===== src/rtl/dac_sync_pkg.sv =====
package dac_sync_pkg;
  // serial engine phases
  typedef enum logic [1:0] {
    SH_IDLE = 2'd0,
    SH_BITS = 2'd1,
    SH_GAP  = 2'd2,
    SH_LOAD = 2'd3
  } shift_state_t;

  // control field placed between channel number and code in every frame
  localparam logic [1:0] FRAME_CTRL = 2'b01;
endpackage


===== src/rtl/dac_shadow_regs.sv =====
module dac_shadow_regs #(
  parameter int          NCH    = 4,
  parameter int          CODE_W = 12,
  parameter int          AW     = 8,
  parameter logic [7:0]  BASE   = 8'hA0
) (
  input  logic                  clk,
  input  logic                  rst,
  input  logic                  wr,
  input  logic [AW-1:0]         addr,
  input  logic [15:0]           wdata,
  input  logic                  eng_busy,
  output logic [NCH*CODE_W-1:0] shadow_flat,
  output logic                  commit,
  output logic [15:0]           rdata
);
  localparam int            CH_W = (NCH > 1) ? $clog2(NCH) : 1;
  localparam logic [AW-1:0] BASE_A = AW'(BASE);
  localparam logic [AW-1:0] SPAN   = AW'(2 * NCH);

  logic [CODE_W-1:0] shadow [NCH];
  logic [AW-1:0]     offset;
  logic              hit;
  logic [CH_W-1:0]   idx;
  logic              busy_any;
  logic              unused_bits;

  assign offset      = addr - BASE_A;
  assign hit         = (addr >= BASE_A) && (offset < SPAN) && !addr[0];
  assign idx         = offset[CH_W:1];
  assign busy_any    = eng_busy | commit;
  assign unused_bits = ^wdata[14:CODE_W];

  for (genvar g = 0; g < NCH; g++) begin : g_flat
    assign shadow_flat[g*CODE_W +: CODE_W] = shadow[g];
  end

  always_ff @(posedge clk) begin
    if (rst) begin
      for (int i = 0; i < NCH; i++) shadow[i] <= '0;
      commit <= 1'b0;
    end else begin
      commit <= 1'b0;
      if (wr && hit && !busy_any) begin
        shadow[idx] <= wdata[CODE_W-1:0];
        commit      <= wdata[15];
      end
    end
  end

  always_ff @(posedge clk) begin
    if (rst) begin
      rdata <= '0;
    end else begin
      rdata <= '0;
      if (hit) begin
        rdata[CODE_W-1:0] <= shadow[idx];
        rdata[15]         <= busy_any;
      end
    end
  end
endmodule


===== src/rtl/dac_serial_shifter.sv =====
module dac_serial_shifter
  import dac_sync_pkg::*;
#(
  parameter int NCH     = 4,
  parameter int FRAME_W = 16,
  parameter int HALF    = 1
) (
  input  logic                   clk,
  input  logic                   rst,
  input  logic                   start,
  input  logic [NCH*FRAME_W-1:0] frames,
  output logic                   sclk,
  output logic                   mosi,
  output logic                   cs_n,
  output logic                   load_n,
  output logic                   busy
);
  localparam int TOT_W = NCH * FRAME_W;
  localparam int HW    = (HALF > 1) ? $clog2(HALF) : 1;
  localparam int BW    = $clog2(FRAME_W);
  localparam int FW    = (NCH > 1) ? $clog2(NCH) : 1;

  shift_state_t     state;
  logic [TOT_W-1:0] sreg;
  logic [HW-1:0]    hcnt;
  logic [BW-1:0]    bcnt;
  logic [FW-1:0]    fcnt;
  logic             tick;

  assign tick = (hcnt == HW'(HALF - 1));
  assign busy = (state != SH_IDLE);

  always_ff @(posedge clk) begin
    if (rst) begin
      state  <= SH_IDLE;
      sreg   <= '0;
      hcnt   <= '0;
      bcnt   <= '0;
      fcnt   <= '0;
      sclk   <= 1'b0;
      mosi   <= 1'b0;
      cs_n   <= 1'b1;
      load_n <= 1'b1;
    end else begin
      if (state == SH_IDLE) hcnt <= '0;
      else if (tick)        hcnt <= '0;
      else                  hcnt <= hcnt + 1'b1;

      unique case (state)
        SH_IDLE: if (start) begin
          sreg  <= frames;
          mosi  <= frames[TOT_W-1];
          cs_n  <= 1'b0;
          sclk  <= 1'b0;
          bcnt  <= '0;
          fcnt  <= '0;
          state <= SH_BITS;
        end
        SH_BITS: if (tick) begin
          if (!sclk) begin
            sclk <= 1'b1;
          end else begin
            sclk <= 1'b0;
            sreg <= {sreg[TOT_W-2:0], 1'b0};
            if (bcnt == BW'(FRAME_W - 1)) begin
              cs_n  <= 1'b1;
              state <= SH_GAP;
            end else begin
              bcnt <= bcnt + 1'b1;
              mosi <= sreg[TOT_W-2];
            end
          end
        end
        SH_GAP: if (tick) begin
          if (fcnt == FW'(NCH - 1)) begin
            load_n <= 1'b0;
            state  <= SH_LOAD;
          end else begin
            fcnt  <= fcnt + 1'b1;
            bcnt  <= '0;
            cs_n  <= 1'b0;
            mosi  <= sreg[TOT_W-1];
            state <= SH_BITS;
          end
        end
        SH_LOAD: if (tick) begin
          load_n <= 1'b1;
          state  <= SH_IDLE;
        end
        default: state <= SH_IDLE;
      endcase
    end
  end
endmodule


===== src/rtl/dac_sync_bank.sv =====
module dac_sync_bank
  import dac_sync_pkg::*;
#(
  parameter int         NCH      = 4,
  parameter int         CODE_W   = 12,
  parameter int         AW       = 8,
  parameter logic [7:0] BASE     = 8'hA0,
  parameter int         SCK_HALF = 1
) (
  input  logic          clk,
  input  logic          rst,
  input  logic          bus_wr,
  input  logic [AW-1:0] bus_addr,
  input  logic [15:0]   bus_wdata,
  output logic [15:0]   bus_rdata,
  output logic          dac_sclk,
  output logic          dac_mosi,
  output logic          dac_cs_n,
  output logic          dac_load_n
);
  localparam int CH_W    = (NCH > 1) ? $clog2(NCH) : 1;
  localparam int FRAME_W = CH_W + 2 + CODE_W;

  logic [NCH*CODE_W-1:0]  shadow_flat;
  logic [NCH*FRAME_W-1:0] frames;
  logic                   commit;
  logic                   eng_busy;
  logic                   busy_any;

  assign busy_any = commit | eng_busy;

  // channel 0 occupies the most significant frame so it leaves first
  for (genvar g = 0; g < NCH; g++) begin : g_frame
    assign frames[(NCH-1-g)*FRAME_W +: FRAME_W] =
      {CH_W'(g), FRAME_CTRL, shadow_flat[g*CODE_W +: CODE_W]};
  end

  dac_shadow_regs #(
    .NCH(NCH), .CODE_W(CODE_W), .AW(AW), .BASE(BASE)
  ) u_regs (
    .clk(clk), .rst(rst), .wr(bus_wr), .addr(bus_addr), .wdata(bus_wdata),
    .eng_busy(eng_busy), .shadow_flat(shadow_flat), .commit(commit),
    .rdata(bus_rdata)
  );

  dac_serial_shifter #(
    .NCH(NCH), .FRAME_W(FRAME_W), .HALF(SCK_HALF)
  ) u_shift (
    .clk(clk), .rst(rst), .start(commit), .frames(frames),
    .sclk(dac_sclk), .mosi(dac_mosi), .cs_n(dac_cs_n), .load_n(dac_load_n),
    .busy(eng_busy)
  );
endmodule


===== config.mk =====
export PLATFORM = sky130hd
export DESIGN_NAME = dac_sync_bank
export DESIGN_NICKNAME = d
export VERILOG_FILES = /design/src/rtl/dac_sync_pkg.sv /design/src/rtl/dac_shadow_regs.sv /design/src/rtl/dac_serial_shifter.sv /design/src/rtl/dac_sync_bank.sv
export SDC_FILE = /design/constraint.sdc
export NUM_CORES = 1
export LEC_CHECK = 0
export BUFFER_PORTS_ARGS = -buffer_cell sky130_fd_sc_hd__buf_2
export CAP_MARGIN = 20
export CELL_PAD_IN_SITES_DETAIL_PLACEMENT = 1
export CELL_PAD_IN_SITES_GLOBAL_PLACEMENT = 1
export CORE_MARGIN = 2
export CORE_UTILIZATION = 48
export DETAILED_ROUTE_END_ITERATION = 8
export PLACE_DENSITY_LB_ADDON = 0.1
export SLEW_MARGIN = 0
export SYNTH_ARGS = -nofsm -noshare
export SYNTH_HDL_FRONTEND = slang
export SYNTH_SLANG_ARGS = --single-unit
export TNS_END_PERCENT = 50

===== constraint.sdc =====
create_clock -name clk -period 3.5 [get_ports clk]
set_clock_uncertainty 0.15 [all_clocks]
set_input_delay 1.05 -clock clk [delete_from_list [all_inputs] [get_ports clk]]
set_output_delay 1.05 -clock clk [all_outputs]
set_load 0.03 [all_outputs]

==> impl_metrics.py <==
metrics = {
    "clocking": {
        "cts_resized": 0,
        "cts_setup_buffers": 0,
        "cts_tree": "done",
        "path_clk_slew_ns": 0.05,
        "numCtsBuffers": 17,
        "clock-sinks": 139,
        "cts_hold_buf": 0,
        "cts_root_buffer": "clkbuf_16",
        "h-tree-depth": 4,
        "clk_latency_ns": 0.42,
        "ctsLongestPathBuffers": 2,
    },
    "logic_synthesis": {
        "synth-async-reset-ratio_pct": 0,
        "synth_top_family_by_area": "simple AND/OR/NAND/NOR gates",
        "synthAdderAreaFrac_pct": 1.458,
        "postSynthCellCount": 544,
        "synth_compound_area_share_pct": 11.22,
        "ys_ff_latch": 139,
        "yosys_most_used_dff": "dfxtp_1",
        "ys_warn_count": 0,
        "synth_mux_area_share_pct": 12.68,
        "syn_avg_cell_area_um2": 11.04,
        "synthDistinctLibCells": 49,
        "yosysSeqAreaShare_pct": 54.31,
        "synth_top_cell_area_share_pct": 30.32,
        "synth.largest_area_cell": "dfxtp_1",
        "synth-edff-count": 48,
        "syn_area_um2": 6008,
        "synthSimpleGateAreaFrac_pct": 16.06,
        "synthTopCellsByArea": "dfxtp_1 (30%), edfxtp_1 (24%), mux2i_1 (8.0%)",
        "synth-xor-area-share_pct": 0,
    },
    "timing": {
        "rsz0062_at_grt": "no",
        "tns_ns": 0,
        "final.period_utilization_pct": 76.58,
        "finalHoldViolations": 0,
        "final-setup-viol-count": 0,
        "fin_crit_ns": 2.680,
        "slew_headroom_pct": 41.31,
        "fin_worst_hold_slack_ns": 0.3024,
        "fin_ws_ns": 0.8196,
        "drv_slew": 0,
        "tightestPinTransition_ns": 0.8804,
        "fmax_mhz": 373.1,
    },
    "finish": {
        "fin_nets": 607,
        "mostFrequentLayoutCells": "dfxtp_1 (91), nor2_1 (61), and2_1 (51)",
        "drive_above_1_share_pct": 17.29,
        "final_common_cell": "dfxtp_1",
        "postLayoutCoreUtil_pct": 56.95,
        "syn_to_final_growth_pct": 14.81,
    },
    "global_routing": {
        "overflow": 0,
        "grt_antenna_before_repair": 2,
        "grt_usage_pct": 23.90,
        "grt_pass1_vias": 4346,
        "grt_max_degree": 119,
        "grt_pass1_wl_um": 23740,
    },
    "setup_path": {
        "cp-end-kind": "flop",
        "rr_startpoint": "u_shift.state[0]",
        "cp.required_ns": 3.43,
        "start_kind": "input port",
        "crit_start": "bus_addr[5]",
        "crit_type": "input port to flop",
        "cp_max_fo": 12,
        "worstPathArrival_ns": 2.61,
    },
    "pwr": {
        "p_per_area_nw_per_um2": 596.5,
        "p_leak_nw": 2.439,
        "ir_drop_uv": 364.0,
        "intPower_mw": 3.034,
        "comb_power_share_pct": 16.4,
        "p_clk_share_pct": 40.4,
        "p_switching_mw": 1.081,
        "switching_share_pct": 26.27,
        "p_seq_share_pct": 43.1,
    },
    "detailed_routing": {
        "via_per_inst": 5.607,
        "initialDrtViolationCount": 274,
        "firstDrtPassIters": 4,
        "num_vias": 4222,
        "drtAntennaViolNets": 0,
        "drcViolationCount": 0,
        "wl_um": 14810,
        "wl_per_cell_um": 19.66,
    },
    "hold_path": {
        "hold_start": "u_shift.sreg[13]",
        "min_path_type": "flop to flop",
    },
    "floorplan": {
        "die_w_um": 115.9,
        "die-area_um2": 13430,
        "io_pins": 47,
        "start_util_pct": 49.61,
        "row_count": 40,
        "die_h_um": 115.9,
        "core_um2": 12110,
    },
    "run_status": {
        "outcome": "finished, final reports clean",
    },
    "place": {
        "portBuffers": 40,
        "dp_slack_ns": 0.3827,
        "dp_hpwl_um": 9283,
        "place.gp.congestion": 0.7289,
    },
    "run": {
        "drv_cap": 0,
    },
}
[critical path, stage by stage]
cell      delay, ns
buf_2          0.11
inv_1          0.05
ha_1           0.28
and4bb_2       0.25
and4_1         0.29
nor3b_2        0.21
or2_2          0.37
[cell families after synthesis]
kind of cell	after synthesis
DFF	139
adders and majority gates	7
other	1
muxes	61
buffers and inverters	58
and+or+nand+nor	182
AOI/OAI and AO/OA	96
[synth_stat cells (13+ instances only)]
| library cell | instances |
|---|---|
| buf_2 | 13 |
| nand2_1 | 17 |
| mux2i_1 | 48 |
| edfxtp_1 | 48 |
| and2_1 | 51 |
| a21oi_1 | 18 |
| a211oi_1 | 48 |
| dfxtp_1 | 91 |
| nor2_1 | 61 |
| clkbuf_1 | 27 |
[per-layer routing]
layer,GRT usage [%],share of wire (%)
met1,31.60,45
met2,38.87,49
met3,6.799,4.7
met4,6.429,1.2
met5,0,0.088
[flip-flops by register name (all words and copies together) (netlist names)]
signal and count:
u_shift.mosi 1, u_shift.sreg 64, u_shift.state 2, u_regs.rdata 13, u_shift.hcnt 1, u_shift.sclk 1, u_regs.shadow 48, u_shift.bcnt 4
u_regs.commit 1, u_shift.load_n 1, u_shift.fcnt 2, u_shift.cs_n 1
[final cells by class]
cell class,count,area (um2)
timing repair buffer,53,310.3
tap,168,210.2
inverter,12,45.04
multi-input combinational,350,2524
fill,1302,5214
clock inverter,3,40.04
sequential,139,3263
clock buffer,27,503.0
antenna,1,2.502
[power by group through the flow]
stage / sequential [mW] / combinational [mW] / clock (mW)
after floorplan: 1.80 / 0.510 / 0
after global placement: 1.80 / 0.656 / 0
after detailed placement: 1.81 / 0.673 / 0
after CTS: 1.77 / 0.683 / 1.69
after global routing: 1.78 / 0.739 / 1.75
final: 1.78 / 0.676 / 1.66
[per-stage QoR]
step           power (mW)  std cells  instance area (um2)
5_1_grt             4.276        752                 6895
2_1_floorplan       2.311        547                 6020
4_1_cts             4.148        752                 6895
3_5_place_dp        2.481        722                 6352
3_3_place_gp        2.459        722                 6352
6_report            4.115        753                 6898
[final timing paths]
| path | to | slack, ns | cells after the start |
|---|---|---|---|
| hold / removal | u_shift.sreg[13] | 0.30 | 2 |
| setup / recovery | u_regs.shadow[0][8] | 0.82 | 7 |
| setup reg to reg | u_shift.bcnt[3] | 0.86 | 7 |
| hold reg to reg | u_shift.sreg[13] | 0.30 | 2 |
(Power assumes the default switching activity.)
